`config.mk`:
```
export PLATFORM = sky130hd
export DESIGN_NAME = tdm_dma_req_gen
export DESIGN_NICKNAME = d
export VERILOG_FILES = /design/src/rtl/tdm_dma_pkg.sv /design/src/rtl/tdm_slot_tracker.sv /design/src/rtl/tdm_ready_bank.sv /design/src/rtl/tdm_evt_gen.sv /design/src/rtl/tdm_dma_req_gen.sv
export SDC_FILE = /design/constraint.sdc
export NUM_CORES = 1
export LEC_CHECK = 0
export BUFFER_PORTS_ARGS = -buffer_cell sky130_fd_sc_hd__clkbuf_2
export CAP_MARGIN = 10
export CELL_PAD_IN_SITES_DETAIL_PLACEMENT = 0
export CELL_PAD_IN_SITES_GLOBAL_PLACEMENT = 1
export CORE_AREA = 10 10 61 63
export DETAILED_ROUTE_END_ITERATION = 8
export DIE_AREA = 0 0 71 73
export PLACE_DENSITY = 0.79
export SYNTH_ARGS = -nofsm -noshare
export SYNTH_HDL_FRONTEND = slang
export SYNTH_SLANG_ARGS = --single-unit
```
`constraint.sdc`:
```
create_clock -name clk -period 2.2 [get_ports clk]
set_input_delay 0.55 -clock clk [delete_from_list [all_inputs] [get_ports clk]]
set_output_delay 0.55 -clock clk [all_outputs]
set_load 0.01 [all_outputs]
```
`src/rtl/tdm_dma_pkg.sv`:
```
// Package: shared types for the TDM DMA request generator.
// Assumes: nothing beyond IEEE 1800-2017.
package tdm_dma_pkg;

    // How a direction presents its DMA requests.
    typedef enum logic {
        REQ_COMBINED = 1'b0,
        REQ_SPLIT    = 1'b1
    } req_mode_e;

    // Collision priority for a ready-flag bank.
    typedef enum logic {
        PRIO_CLEAR = 1'b0,
        PRIO_SET   = 1'b1
    } flag_prio_e;

endpackage

```
`src/rtl/tdm_slot_tracker.sv`:
```
// Module: tdm_slot_tracker
// Counts TDM slots within a frame and keeps the slot index that was current
// before the most recent boundary. It gives the parity of the upcoming slot
// (for transmit look-ahead) and of the finished slot (for receive look-back).
// Assumes: fsync and strobe are single-cycle pulses; fsync wins over strobe.
module tdm_slot_tracker #(
    parameter int NUM_SLOTS = 8,
    parameter int SLOT_W    = 3
) (
    input  logic              clk,
    input  logic              rst_n,
    input  logic              fsync_i,
    input  logic              strobe_i,
    output logic [SLOT_W-1:0] cur_slot_o,
    output logic              next_odd_o,
    output logic              prev_odd_o
);
    localparam logic [SLOT_W-1:0] LAST_SLOT = SLOT_W'(NUM_SLOTS - 1);

    logic [SLOT_W-1:0] cur_q;
    logic [SLOT_W-1:0] prev_q;
    logic [SLOT_W-1:0] next_slot;

    // Index of the slot that follows the current one, wrapping at frame end.
    always_comb begin
        if (cur_q == LAST_SLOT) next_slot = '0;
        else                    next_slot = cur_q + SLOT_W'(1);
    end

    // Current slot: frame sync restarts, a strobe advances.
    always_ff @(posedge clk) begin
        if (!rst_n)        cur_q <= '0;
        else if (fsync_i)  cur_q <= '0;
        else if (strobe_i) cur_q <= next_slot;
    end

    // Slot that just ended, captured at every boundary of either kind.
    always_ff @(posedge clk) begin
        if (!rst_n)                   prev_q <= '0;
        else if (fsync_i || strobe_i) prev_q <= cur_q;
    end

    assign cur_slot_o = cur_q;
    assign next_odd_o = next_slot[0];
    assign prev_odd_o = prev_q[0];

endmodule

```
`src/rtl/tdm_ready_bank.sv`:
```
// Module: tdm_ready_bank
// One ready flag per serializer. A serializer event sets a flag, and a buffer
// access clears it. PRIO picks the winner when both reach one bit in one cycle.
// Assumes: set and clear inputs are single-cycle strobes.
module tdm_ready_bank
    import tdm_dma_pkg::*;
#(
    parameter int         NUM_SER = 3,
    parameter flag_prio_e PRIO    = PRIO_CLEAR
) (
    input  logic               clk,
    input  logic               rst_n,
    input  logic [NUM_SER-1:0] set_i,
    input  logic [NUM_SER-1:0] clr_i,
    output logic [NUM_SER-1:0] rdy_o
);
    logic [NUM_SER-1:0] rdy_q;

    for (genvar s = 0; s < NUM_SER; s++) begin : g_flag
        // Per-serializer flag update with the configured collision priority.
        always_ff @(posedge clk) begin
            if (!rst_n)                    rdy_q[s] <= 1'b0;
            else if (set_i[s] && clr_i[s]) rdy_q[s] <= (PRIO == PRIO_SET);
            else if (set_i[s])             rdy_q[s] <= 1'b1;
            else if (clr_i[s])             rdy_q[s] <= 1'b0;
        end
    end

    assign rdy_o = rdy_q;

endmodule

```
`src/rtl/tdm_evt_gen.sv`:
```
// Module: tdm_evt_gen
// Request and error logic for one direction. It detects when the last active
// flag becomes set and emits one request pulse routed by mode and parity. It
// flags a boundary that finds an unserviced active buffer, and forms the
// gated interrupt.
// Assumes: mode and active mask are held steady while traffic runs.
module tdm_evt_gen
    import tdm_dma_pkg::*;
#(
    parameter int NUM_SER = 3
) (
    input  logic               clk,
    input  logic               rst_n,
    input  logic [NUM_SER-1:0] rdy_i,
    input  logic [NUM_SER-1:0] act_i,
    input  logic               split_i,
    input  logic               parity_odd_i,
    input  logic               boundary_i,
    input  logic               rdy_ien_i,
    input  logic               err_ien_i,
    output logic               evt_o,
    output logic               evt_odd_o,
    output logic               evt_even_o,
    output logic               err_o,
    output logic               irq_o
);
    logic      all_rdy;
    logic      all_rdy_q;
    logic      fire;
    logic      err_hit;
    logic      pulse_q;
    logic      odd_q;
    req_mode_e mode_q;
    logic      err_q;
    logic      irq_q;

    // Every active serializer is ready and at least one is active.
    assign all_rdy = (|act_i) && (&(rdy_i | ~act_i));
    assign fire    = all_rdy && !all_rdy_q;
    assign err_hit = boundary_i && (|(rdy_i & act_i));

    // Remember the previous completeness to detect its rising edge.
    always_ff @(posedge clk) begin
        if (!rst_n) all_rdy_q <= 1'b0;
        else        all_rdy_q <= all_rdy;
    end

    // Register the request pulse with its mode and slot parity.
    always_ff @(posedge clk) begin
        if (!rst_n) begin
            pulse_q <= 1'b0;
            odd_q   <= 1'b0;
            mode_q  <= REQ_COMBINED;
        end else begin
            pulse_q <= fire;
            odd_q   <= parity_odd_i;
            mode_q  <= req_mode_e'(split_i);
        end
    end

    // Register the boundary error pulse and the gated interrupt.
    always_ff @(posedge clk) begin
        if (!rst_n) begin
            err_q <= 1'b0;
            irq_q <= 1'b0;
        end else begin
            err_q <= err_hit;
            irq_q <= (fire && rdy_ien_i) || (err_hit && err_ien_i);
        end
    end

    // Route the pulse to the combined line or to one parity line.
    always_comb begin
        evt_o      = 1'b0;
        evt_odd_o  = 1'b0;
        evt_even_o = 1'b0;
        if (mode_q == REQ_COMBINED) evt_o      = pulse_q;
        else if (odd_q)             evt_odd_o  = pulse_q;
        else                        evt_even_o = pulse_q;
    end

    assign err_o = err_q;
    assign irq_o = irq_q;

endmodule

```
`src/rtl/tdm_dma_req_gen.sv`:
```
// Module: tdm_dma_req_gen (top)
// DMA request generator for a TDM audio port. It has a shared slot tracker,
// one ready-flag bank per direction and one request generator per direction.
// Transmit requests carry the parity of the next slot. Receive requests carry
// the parity of the slot just finished.
// Assumes: strobes are single-cycle; frame sync also counts as a slot boundary.
module tdm_dma_req_gen
    import tdm_dma_pkg::*;
#(
    parameter int NUM_SER   = 3,
    parameter int NUM_SLOTS = 8
) (
    input  logic               clk,
    input  logic               rst_n,
    input  logic               fsync_i,
    input  logic               slot_strb_i,
    input  logic               tx_split_i,
    input  logic               rx_split_i,
    input  logic [NUM_SER-1:0] tx_act_i,
    input  logic [NUM_SER-1:0] rx_act_i,
    input  logic [NUM_SER-1:0] tx_load_i,
    input  logic [NUM_SER-1:0] rx_cap_i,
    input  logic [NUM_SER-1:0] tx_wr_i,
    input  logic [NUM_SER-1:0] rx_rd_i,
    input  logic               tx_rdy_ien_i,
    input  logic               rx_rdy_ien_i,
    input  logic               tx_urun_ien_i,
    input  logic               rx_orun_ien_i,
    output logic               tx_evt_o,
    output logic               tx_evt_odd_o,
    output logic               tx_evt_even_o,
    output logic               rx_evt_o,
    output logic               rx_evt_odd_o,
    output logic               rx_evt_even_o,
    output logic               tx_urun_o,
    output logic               rx_orun_o,
    output logic               tx_irq_o,
    output logic               rx_irq_o
);
    localparam int SLOT_W = (NUM_SLOTS > 1) ? $clog2(NUM_SLOTS) : 1;

    logic [SLOT_W-1:0]  cur_slot;
    logic               next_odd;
    logic               prev_odd;
    logic               boundary;
    logic [NUM_SER-1:0] tx_rdy;
    logic [NUM_SER-1:0] rx_rdy;

    assign boundary = fsync_i || slot_strb_i;

    tdm_slot_tracker #(
        .NUM_SLOTS (NUM_SLOTS),
        .SLOT_W    (SLOT_W)
    ) slot_i (
        .clk        (clk),
        .rst_n      (rst_n),
        .fsync_i    (fsync_i),
        .strobe_i   (slot_strb_i),
        .cur_slot_o (cur_slot),
        .next_odd_o (next_odd),
        .prev_odd_o (prev_odd)
    );

    tdm_ready_bank #(
        .NUM_SER (NUM_SER),
        .PRIO    (PRIO_CLEAR)
    ) tx_bank_i (
        .clk   (clk),
        .rst_n (rst_n),
        .set_i (tx_load_i),
        .clr_i (tx_wr_i),
        .rdy_o (tx_rdy)
    );

    tdm_ready_bank #(
        .NUM_SER (NUM_SER),
        .PRIO    (PRIO_SET)
    ) rx_bank_i (
        .clk   (clk),
        .rst_n (rst_n),
        .set_i (rx_cap_i),
        .clr_i (rx_rd_i),
        .rdy_o (rx_rdy)
    );

    tdm_evt_gen #(
        .NUM_SER (NUM_SER)
    ) tx_gen_i (
        .clk          (clk),
        .rst_n        (rst_n),
        .rdy_i        (tx_rdy),
        .act_i        (tx_act_i),
        .split_i      (tx_split_i),
        .parity_odd_i (next_odd),
        .boundary_i   (boundary),
        .rdy_ien_i    (tx_rdy_ien_i),
        .err_ien_i    (tx_urun_ien_i),
        .evt_o        (tx_evt_o),
        .evt_odd_o    (tx_evt_odd_o),
        .evt_even_o   (tx_evt_even_o),
        .err_o        (tx_urun_o),
        .irq_o        (tx_irq_o)
    );

    tdm_evt_gen #(
        .NUM_SER (NUM_SER)
    ) rx_gen_i (
        .clk          (clk),
        .rst_n        (rst_n),
        .rdy_i        (rx_rdy),
        .act_i        (rx_act_i),
        .split_i      (rx_split_i),
        .parity_odd_i (prev_odd),
        .boundary_i   (boundary),
        .rdy_ien_i    (rx_rdy_ien_i),
        .err_ien_i    (rx_orun_ien_i),
        .evt_o        (rx_evt_o),
        .evt_odd_o    (rx_evt_odd_o),
        .evt_even_o   (rx_evt_even_o),
        .err_o        (rx_orun_o),
        .irq_o        (rx_irq_o)
    );

endmodule

```
* After elaboration in Yosys (flattened, before gate mapping)
Index checks and enable logic that the tools add are counted.
** Storage, ports and cells
- Register bits after elaboration :: 22
- Latch bits :: 0
- Memory bits (writable) :: 0
- Memory bits (read-only) :: 0
- Bits of input ports :: 28
- Logic and storage cells :: 92
- Memories kept :: 0
** Operators by class
- Add/sub/neg operators :: 1
- Multiply operators :: 0
- Div/mod/pow operators :: 0
- Magnitude comparators :: 0
- Eq/ne operators :: 1
- Shift-type cells :: 0
- Muxes and demuxes :: 26
- Bitwise gates (word level) :: 7
- Reduce and logical (&&, ||, !) cells :: 37
** Operators with widths (count)
- 1-bit two-way mux :: 25
- 1-bit logical AND :: 16
- 3-bit OR reduction :: 4
- 3-bit nonzero test :: 3
- 2-bit OR reduction :: 4
- 3-bit AND :: 2
- 3-bit NOT :: 2
- 3-bit OR :: 2
- 3-bit AND reduction :: 2
- 2-bit nonzero test :: 3
- 3-bit by 1-bit adder with 3-bit output, second input constant :: 1
- 3-bit == test, second input constant :: 1
- 1-bit logical OR :: 3
- 3-bit two-way mux :: 1
- 1-bit zero test :: 2
- 1-bit NOT :: 1

* Longest topological paths before layout
Gate-level depths: netlist of run 1.
- Word-level depth :: 7
- Mapped depth :: 5
- Gate-level depth less buffers :: 5

* Cells and area by module
A second synthesis of run 1 with hierarchy kept.
** Second synthesis, totals
- Cell total of the unflattened synthesis :: 90
- Area total of the unflattened synthesis :: 917.1 um2
** By module, submodules not included
- tdm_evt_gen :: times used 2, cells an instance 26, area an instance 242.7 um2, seq. area each 120.1 um2
- tdm_slot_tracker :: times used 1, cells an instance 19, area an instance 192.7 um2, seq. area each 80.1 um2
- tdm_ready_bank at rx_bank_i :: times used 1, cells an instance 9, area an instance 123.9 um2, seq. area each 60.1 um2
- tdm_ready_bank at tx_bank_i :: times used 1, cells an instance 9, area an instance 108.9 um2, seq. area each 60.1 um2
- tdm_dma_req_gen :: times used 1, cells an instance 1, area an instance 6.3 um2, seq. area each 0.0 um2

* Least setup slack after synthesis of run 1
OpenSTA, ideal clock, no wires.
- Kind :: input-to-reg
- From :: input rx_act_i[0]
- To :: register rx_gen_i.irq_q (netlist: rx_gen_i.irq_o)
- Library setup time :: 0.126 ns
- Arrival :: 1.050 ns
- Path slack :: 1.023 ns
- Stages on the path :: 3
- Cell sequence :: a222oi_1 > nor2_1 > o2bb2ai_1
** On the way
- Word-level cells in the longest chain between the ends :: 7
** RTL lines
- from (decl) :: RTL line tdm_dma_req_gen.sv:20 : input logic [NUM_SER-1:0] rx_act_i,
- 3-bit NOT :: RTL line tdm_evt_gen.sv:38 : assign all_rdy = (|act_i) && (&(rdy_i | ~act_i));
- 3-bit OR :: RTL line tdm_evt_gen.sv:38
- 3-bit AND reduction :: RTL line tdm_evt_gen.sv:38
- 1-bit logical AND :: RTL line tdm_evt_gen.sv:38
- 1-bit logical AND :: RTL line tdm_evt_gen.sv:39 : assign fire = all_rdy && !all_rdy_q;
- 1-bit logical AND :: RTL line tdm_evt_gen.sv:68 : irq_q <= (fire && rdy_ien_i) || (err_hit && err_ien_i);
- 1-bit logical OR * :: RTL line tdm_evt_gen.sv:68
- to (signal assigned) :: RTL line tdm_evt_gen.sv:68
- to (decl) :: RTL line tdm_evt_gen.sv:35 : logic irq_q;
Every way passes the cells marked *; elsewhere a longest branch is shown, timed or not.
A chain may end at the register's enable or synchronous reset.

* Worst setup path in the final report of run 1
- From :: register tx_gen_i.mode_q
- To :: output tx_evt_even_o
** On the way
- Word-level cells in the longest chain between the ends :: 1
** RTL lines
- from (decl) :: RTL line tdm_evt_gen.sv:33 : req_mode_e mode_q;
- from (signal assigned) :: RTL line tdm_evt_gen.sv:57 : mode_q <= req_mode_e'(split_i);
- 1-bit two-way mux :: RTL line tdm_evt_gen.sv:77 : if (mode_q == REQ_COMBINED) evt_o = pulse_q;
- to (decl) :: RTL line tdm_dma_req_gen.sv:31 : output logic tx_evt_even_o,
No other way between the ends.

==> impl_metrics.json, run 1 <==
{
  "status": "completed",
  "final_util": 0.432,
  "row_count": 19,
  "layout_commonest_cell": "clkbuf_2",
  "yosys_register_bits": 22,
  "worstPathArrival_ns": 0.96,
  "yosysWarnings": 0,
  "hold_buffers": 0,
  "vias": 751,
  "async_flop_share": 0,
  "required_ns": 1.65,
  "stdcell_area_um2": 1130,
  "fillers": 272,
  "start_util": 0.330,
  "wl_per_cell_um": 12.2,
  "worstSetupPathType": "register to output pin",
  "ios": 38,
  "cellPowerDensity_nw_per_um2": 725,
  "slew_viol_final": 0,
  "tritoncts": "yes",
  "synth_cell_types": 25,
  "die_h_um": 73,
  "cpPeakStageDelay_ns": 0.37,
  "startpoint": "tx_gen_i.mode_q",
  "syn_area_per_cell_um2": 9.80,
  "r2r_end": "slot_i.cur_slot_o[0]",
  "synthCells": 88,
  "seq_area_frac_synth": 0.511,
  "tightest_slew_ns": 0.408,
  "syn_nets": 118,
  "leakage_uw": 0.000538,
  "finalWirelength_mm": 1.92,
  "cp_num_buf_inv": 1,
  "worst-path-stages": 3,
  "place_area_um2": 1080,
  "overflow": 0,
  "multiInputGateArea_um2": 408,
  "ir_drop_v": 0.000282,
  "cts_sinks": 22,
  "coreArea_um2": 2620,
  "cp_top_family": "flip-flops",
  "grt_pass1_wl_mm": 3.25,
  "clkLatencyLatePin_ns": 0.31,
  "clkTransAtPathRegs_ns": 0.12,
  "dr.pass1.iters": 4,
  "critical_path.cell_chain": "nand2_1 -> nor2_1 -> clkbuf_2",
  "post_drt_via_cell_ratio": 4.75,
  "ant_nets": 0,
  "worstReg2RegStart": "slot_i.cur_slot_o[0]",
  "clock-skew-final_ns": 0.00782,
  "tns_ns": 0,
  "hold_violations": 0,
  "clock_path_buffers": 2,
  "place_congestion": 0.699,
  "slowest_stage": "dfxtp_1",
  "rsz0062_at_grt": "false",
  "drcViolationCount": 0,
  "maxCapViolCount": 0,
  "final_nets": 158,
  "postCtsSetupRepairBufs": 0,
  "hp-class": "input pin to register",
  "grt_max_degree": 18,
  "crit_path_start_kind": "register",
  "root_buffer": "clkbuf_4",
  "min_period_ns": 1.51,
  "crit_fanout": 3,
  "r2r_cells": 5,
  "fin_crit_sh": 0.686,
  "slew-limit-headroom": 0.726,
  "crit_end": "tx_evt_even_o",
  "post_cts_resized": 0,
  "cp-end-kind": "output pin",
  "reg2reg_slack_ns": 1.07,
  "place.port_buffers": 37,
  "max_freq_mhz": 662,
  "diodes": 0,
  "grt_pass1_vias": 789,
  "numCtsBuffers": 3,
  "ys.flop_type": "dfxtp_1",
  "h-tree-depth": 1,
  "final_cell_mix": "clkbuf_2 (37), dfxtp_1 (22), nor2_1 (13), nor2b_1 (7), nand2b_1 (6)",
  "hpwl_mm": 1.65,
  "drt_iter0_drc": 19,
  "dieArea_um2": 5180,
  "drive_above_1_share": 0.346,
  "syn-cell-area_um2": 862,
  "synth_edf_count": 0,
  "syn_to_final_growth_pct": 30.9,
  "setup_viol": 0,
  "antenna_found_initial": 0,
  "fp.dieW_um": 71,
  "ff_latch_area_um2": 440,
  "grtUsageTotal": 0.0756
}
report_power, final:
group          switching [uW]  internal [uW]
clock network             120            184
registers                10.5            418
logic                    39.9           45.8
layout make-up:
type                            instances  area share
Clock buffer                            3      0.0200
Clock inverter                          1      0.0266
Inverter                                1     0.00333
Multi-Input combinational cell         63       0.361
Tap cell                               31      0.0344
Timing Repair Buffer                   37       0.164
Sequential cell                        22       0.390
worst min-delay path by stage:
stage	from	endpoint	slack, ns	cells past startpoint
floorplan	rx_gen_i.all_rdy_q	rx_gen_i.pulse_q	0.40	1
global placement	rx_gen_i.all_rdy_q	rx_gen_i.pulse_q	0.42	1
detailed placement	rx_gen_i.all_rdy_q	rx_gen_i.pulse_q	0.42	1
CTS	tx_wr_i[0]	tx_bank_i.rdy_o[0]	0.38	2
global route	tx_wr_i[0]	tx_bank_i.rdy_o[0]	0.38	2
finish	tx_wr_i[0]	tx_bank_i.rdy_o[0]	0.39	2
metrics by stage:
step           std cells  hold slack [ns]  power (uW)  worst slack (ns)
4_1_cts              158            0.379         829             0.655
2_1_floorplan         88            0.400         481              1.02
3_5_place_dp         154            0.423         525             0.828
3_3_place_gp         154            0.418         523             0.859
5_1_grt              158            0.384         853             0.570
6_report             158            0.389         818             0.690
cells in the mapped netlist, types with 3 or more instances:
cell type / n / area (um^2)
and2_1: 3 / 18.8
o21a_1: 3 / 22.5
nor2b_1: 7 / 43.8
nor3b_2: 3 / 37.5
nand2_1: 3 / 11.3
nor2_1: 13 / 48.8
nand2b_1: 6 / 37.5
dfxtp_1: 22 / 440
kinds of logic (layout without fill, tap and decap cells):
kind of cell | Yosys count | in the layout | synth area share
and+or+nand+nor | 46 | 46 | 0.308
DFF | 22 | 22 | 0.511
AOI/OAI and AO/OA | 13 | 13 | 0.113
buffers and inverters | 3 | 42 | 0.0160
adders and majority gates | 2 | 2 | 0.0290
muxes | 2 | 2 | 0.0232
per-layer routing:
metal / up-vias / routed length, um / track usage
met5: - / 0 / 0
met4: 0 / 14 / 0.0258
met3: 2 / 289 / 0.0517
met2: 37 / 882 / 0.126
met1: 330 / 735 / 0.0739
li1: 382 / - / -
Note: power is estimated with default switching activity, not from simulation.
==> run 2, diff against run 1 <==
--- a/config.mk
+++ b/config.mk
@@ -9,10 +9,10 @@
 export CAP_MARGIN = 10
 export CELL_PAD_IN_SITES_DETAIL_PLACEMENT = 0
 export CELL_PAD_IN_SITES_GLOBAL_PLACEMENT = 1
-export CORE_AREA = 10 10 61 63
+export CORE_AREA = 10 10 63 65
 export DETAILED_ROUTE_END_ITERATION = 8
-export DIE_AREA = 0 0 71 73
-export PLACE_DENSITY = 0.79
+export DIE_AREA = 0 0 73 75
+export PLACE_DENSITY = 0.74
 export SYNTH_ARGS = -nofsm -noshare
 export SYNTH_HDL_FRONTEND = slang
 export SYNTH_SLANG_ARGS = --single-unit
==> constraint.sdc (replaced) <==
create_clock -name clk -period 1.51 [get_ports clk]
set_input_delay 0.3775 -clock clk [delete_from_list [all_inputs] [get_ports clk]]
set_output_delay 0.3775 -clock clk [all_outputs]
set_load 0.01 [all_outputs]
==> impl_metrics.json, run 2 (synthesis gave the netlist of run 1 again) <==
{
  "vias": 738,
  "grt_max_degree": 18,
  "drt_iter0_drc": 24,
  "fp.dieW_um": 73,
  "place_congestion": 0.773,
  "die_h_um": 75,
  "diodes": 0,
  "hpwl_mm": 1.65,
  "setup_viol": 0,
  "crit_fanout": 3,
  "h-tree-depth": 1,
  "coreArea_um2": 2710,
  "status": "completed",
  "final_cell_mix": "clkbuf_2 (37), dfxtp_1 (22), nor2_1 (13), nor2b_1 (7), nand2b_1 (6)",
  "leakage_uw": 0.000531,
  "slowest_stage": "dfxtp_1",
  "tritoncts": "yes",
  "postCtsSetupRepairBufs": 0,
  "tightest_slew_ns": 0.404,
  "clkLatencyLatePin_ns": 0.30,
  "grt_pass1_vias": 799,
  "slew_viol_final": 0,
  "worstSetupPathType": "register to output pin",
  "rsz0062_at_grt": "false",
  "clock_path_buffers": 2,
  "max_freq_mhz": 753,
  "place.port_buffers": 37,
  "crit_path_start_kind": "register",
  "cpPeakStageDelay_ns": 0.37,
  "cp-end-kind": "output pin",
  "numCtsBuffers": 3,
  "row_count": 19,
  "drive_above_1_share": 0.346,
  "finalWirelength_mm": 1.93,
  "finalWorstSetupSlack_ns": 0.182,
  "grt_pass1_wl_mm": 3.37,
  "worstPathArrival_ns": 0.95,
  "clock-skew-final_ns": 0.00128,
  "start_util": 0.318,
  "ios": 38,
  "slew-limit-headroom": 0.729,
  "final_nets": 158,
  "maxCapViolCount": 0,
  "dr.pass1.iters": 4,
  "hp-class": "input pin to register",
  "critical_path.cell_chain": "nand2_1 -> nor2_1 -> clkbuf_2",
  "dp_worst_setup_slack_ns": 0.290,
  "grtUsageTotal": 0.0755,
  "hold_violations": 0,
  "overflow": 0,
  "ir_drop_v": 0.000435,
  "hold_buffers": 0,
  "post_drt_via_cell_ratio": 4.67,
  "ant_nets": 0,
  "wl_per_cell_um": 12.2,
  "fin_crit_sh": 0.879,
  "cts_sinks": 22,
  "drcViolationCount": 0,
  "layout_commonest_cell": "clkbuf_2",
  "min_period_ns": 1.33,
  "antenna_found_initial": 0,
  "syn_to_final_growth_pct": 29.0,
  "root_buffer": "clkbuf_4",
  "tns_ns": 0,
  "cellPowerDensity_nw_per_um2": 955,
  "dieArea_um2": 5480,
  "required_ns": 1.13,
  "post_cts_resized": 0,
  "clkTransAtPathRegs_ns": 0.12
}
run 2: cell types whose count changed in the layout (fill, tap and decap cells not counted), sizes merged:
| cell | delta |
|---|---|
| bufinv | -1 |
| clkbuf | +1 |
run 2: path summary, 6_finish.rpt:
path | startpoint | end | slack [ns] | cells after the start
max | tx_gen_i.pulse_q | tx_evt_even_o | 0.18 | 3
min | tx_wr_i[1] | tx_bank_i.rdy_o[1] | 0.22 | 2
max reg2reg | slot_i.cur_slot_o[0] | slot_i.cur_slot_o[2] | 0.37 | 4
min reg2reg | rx_gen_i.all_rdy_q | rx_gen_i.pulse_q | 0.43 | 1
run 2: worst max-delay path: cells and delay by family (launching register included):
kind	cells	cell delay [ns]
DFF	1	0.37
and+or+nand+nor	2	0.15
buffers and inverters	1	0.14
run 2: metal layers:
layer | part of all wire | up-vias | GRT usage
li1 | - | 383 | -
met1 | 0.41 | 322 | 0.0757
met2 | 0.44 | 31 | 0.126
met3 | 0.15 | 2 | 0.0512
met4 | 0.0042 | 0 | 0.0190
met5 | 0 | - | 0
run 2: final cells by class:
| cell class | instances | area [um^2] |
|---|---|---|
| fillers | 296 | 1600 |
| flip-flops and latches | 22 | 440 |
| multi-input cells | 63 | 408 |
| repair buffers | 37 | 185 |
| well taps | 31 | 38.8 |
| clock buffers | 4 | 36.3 |
| inverters | 1 | 3.75 |
run 2: stage by stage:
step / instance area, um^2 / hold WS, ns / cells / power [uW] / utilization
CTS: 1110 / 0.217 / 158 / 1080 / 0.410
global placement: 1080 / 0.417 / 154 / 761 / 0.397
detailed placement: 1080 / 0.416 / 154 / 764 / 0.397
finish: 1110 / 0.225 / 158 / 1060 / 0.410
floorplan: 862 / 0.400 / 88 / 701 / -
global route: 1110 / 0.212 / 158 / 1120 / 0.410
run 2: where the power goes:
group | switching [uW] | internal [uW] | total [uW]
clock network | 167 | 147 | 314
logic | 57.9 | 66.7 | 125
registers | 15.2 | 608 | 624
total | 240 | 822 | 1060
==> run 3, diff against run 2 <==
--- a/config.mk
+++ b/config.mk
@@ -10,6 +10,7 @@
 export CELL_PAD_IN_SITES_DETAIL_PLACEMENT = 0
 export CELL_PAD_IN_SITES_GLOBAL_PLACEMENT = 1
 export CORE_AREA = 10 10 63 65
+export CTS_BUF_LIST = sky130_fd_sc_hd__clkbuf_16
 export DETAILED_ROUTE_END_ITERATION = 8
 export DIE_AREA = 0 0 73 75
 export PLACE_DENSITY = 0.74
==> impl_metrics.json, run 3 (synthesis gave the netlist of run 1 again) <==
{
  "status": "completed",
  "start_util": 0.318,
  "fin_cells": 158,
  "ant_nets": 0,
  "clock_path_buffers": 2,
  "clkLatencyLatePin_ns": 0.25,
  "grt_max_degree": 18,
  "grtUsageTotal": 0.0752,
  "crit_path_start_kind": "register",
  "finalWirelength_mm": 1.92,
  "dieArea_um2": 5480,
  "finalPower_uw": 1290,
  "slew_viol_final": 0,
  "r2r_end": "slot_i.cur_slot_o[2]",
  "numCtsBuffers": 3,
  "required_ns": 1.13,
  "cts_sinks": 22,
  "drt_iter0_drc": 17,
  "tritoncts": "yes",
  "crit_fanout": 3,
  "dr_wl_met2_um": 813,
  "finalWorstSetupSlack_ns": 0.252,
  "drive_above_1_share": 0.339,
  "fp.dieW_um": 73,
  "root_buffer": "clkbuf_16",
  "slew-limit-headroom": 0.731,
  "worstPathArrival_ns": 0.88,
  "grt_pass1_vias": 794,
  "post_drt_via_cell_ratio": 4.70,
  "min_period_ns": 1.26,
  "route.met3.wl_um": 278,
  "tns_ns": 0,
  "place.port_buffers": 37,
  "h-tree-depth": 1,
  "hp-class": "input pin to register",
  "max_freq_mhz": 795,
  "maxCapViolCount": 0,
  "worstReg2RegStart": "slot_i.cur_slot_o[0]",
  "leakage_uw": 0.000549,
  "worstSetupPathType": "register to output pin",
  "reg2reg_slack_ns": 0.38,
  "hp-start": "tx_wr_i[1]",
  "clock-skew-final_ns": 0.000747,
  "clkTransAtPathRegs_ns": 0.06,
  "grt_pass1_wl_mm": 3.33,
  "vias": 743,
  "hold_violations": 0,
  "row_count": 19,
  "antenna_found_initial": 0,
  "syn_to_final_growth_pct": 34.0,
  "dr.pass1.iters": 5,
  "ios": 38,
  "final_nets": 158,
  "met1_length_um": 814,
  "cellPowerDensity_nw_per_um2": 1120,
  "final_cell_mix": "clkbuf_2 (37), dfxtp_1 (22), nor2_1 (13), nor2b_1 (7), nand2b_1 (6)",
  "setup_viol": 0,
  "top_layer_used": "met4",
  "dp_worst_setup_slack_ns": 0.290,
  "r2r_cells": 4,
  "place_congestion": 0.773,
  "worstHoldEndpoint": "tx_bank_i.rdy_o[1]",
  "hold_buffers": 0,
  "postCtsSetupRepairBufs": 0,
  "wl_per_cell_um": 12.2,
  "hold_depth": 2,
  "fin_crit_sh": 0.833,
  "dp_cells": 154,
  "ir_drop_v": 0.000532,
  "overflow": 0,
  "diodes": 0,
  "coreArea_um2": 2710,
  "die_h_um": 75,
  "drcViolationCount": 0,
  "hpwl_mm": 1.65,
  "tightest_slew_ns": 0.400,
  "layout_commonest_cell": "clkbuf_2",
  "post_cts_resized": 0,
  "rsz0062_at_grt": "false",
  "cp-end-kind": "output pin"
}
run 3: changes by cell type in the layout (fill, tap and decap cells not counted):
cell	delta
clkbuf_8	-1
clkbuf_16	+3
clkinv_1	+1
clkbuf_4	-3
run 3: per-stage QoR:
step / area [um^2] / hold WS (ns) / util
6_report: 1150 / 0.285 / 0.426
5_1_grt: 1150 / 0.291 / 0.426
3_3_place_gp: 1080 / 0.417 / 0.397
4_1_cts: 1150 / 0.283 / 0.426
2_1_floorplan: 862 / 0.400 / -
3_5_place_dp: 1080 / 0.416 / 0.397
run 3: worst max-delay path by stage:
stage	cells after the start	slack (ns)	to	startpoint
floorplan	4	0.47	slot_i.cur_slot_o[2]	slot_i.cur_slot_o[0]
global placement	4	0.36	tx_gen_i.irq_o	rst_n
detailed placement	4	0.29	rx_gen_i.irq_o	rst_n
CTS	3	0.24	tx_evt_even_o	tx_gen_i.pulse_q
global route	3	0.17	rx_evt_even_o	rx_gen_i.pulse_q
finish	3	0.25	tx_evt_even_o	tx_gen_i.pulse_q
run 3: layout make-up:
class	count	area, um^2
Sequential cell	22	440
Multi-Input combinational cell	63	408
Clock buffer	3	75.1
Fill cell	295	1560
Clock inverter	1	3.75
Inverter	1	3.75
Timing Repair Buffer	37	185
Tap cell	31	38.8
run 3: worst max-delay path: stages (launching register included):
cell      delay, ns
dfxtp_1        0.35
nand2_1        0.06
nor2_1         0.09
clkbuf_2       0.14
run 3: routing by layer:
metal,vias to the layer above,global-route usage
li1,383,-
met1,327,0.0765
met2,31,0.121
met3,2,0.0512
met4,0,0.0253
met5,-,0
run 3: power by group:
part	switching, uW	internal [uW]
clock network	194	353
logic	57.3	66.7
registers	15.3	609
total	266	1030
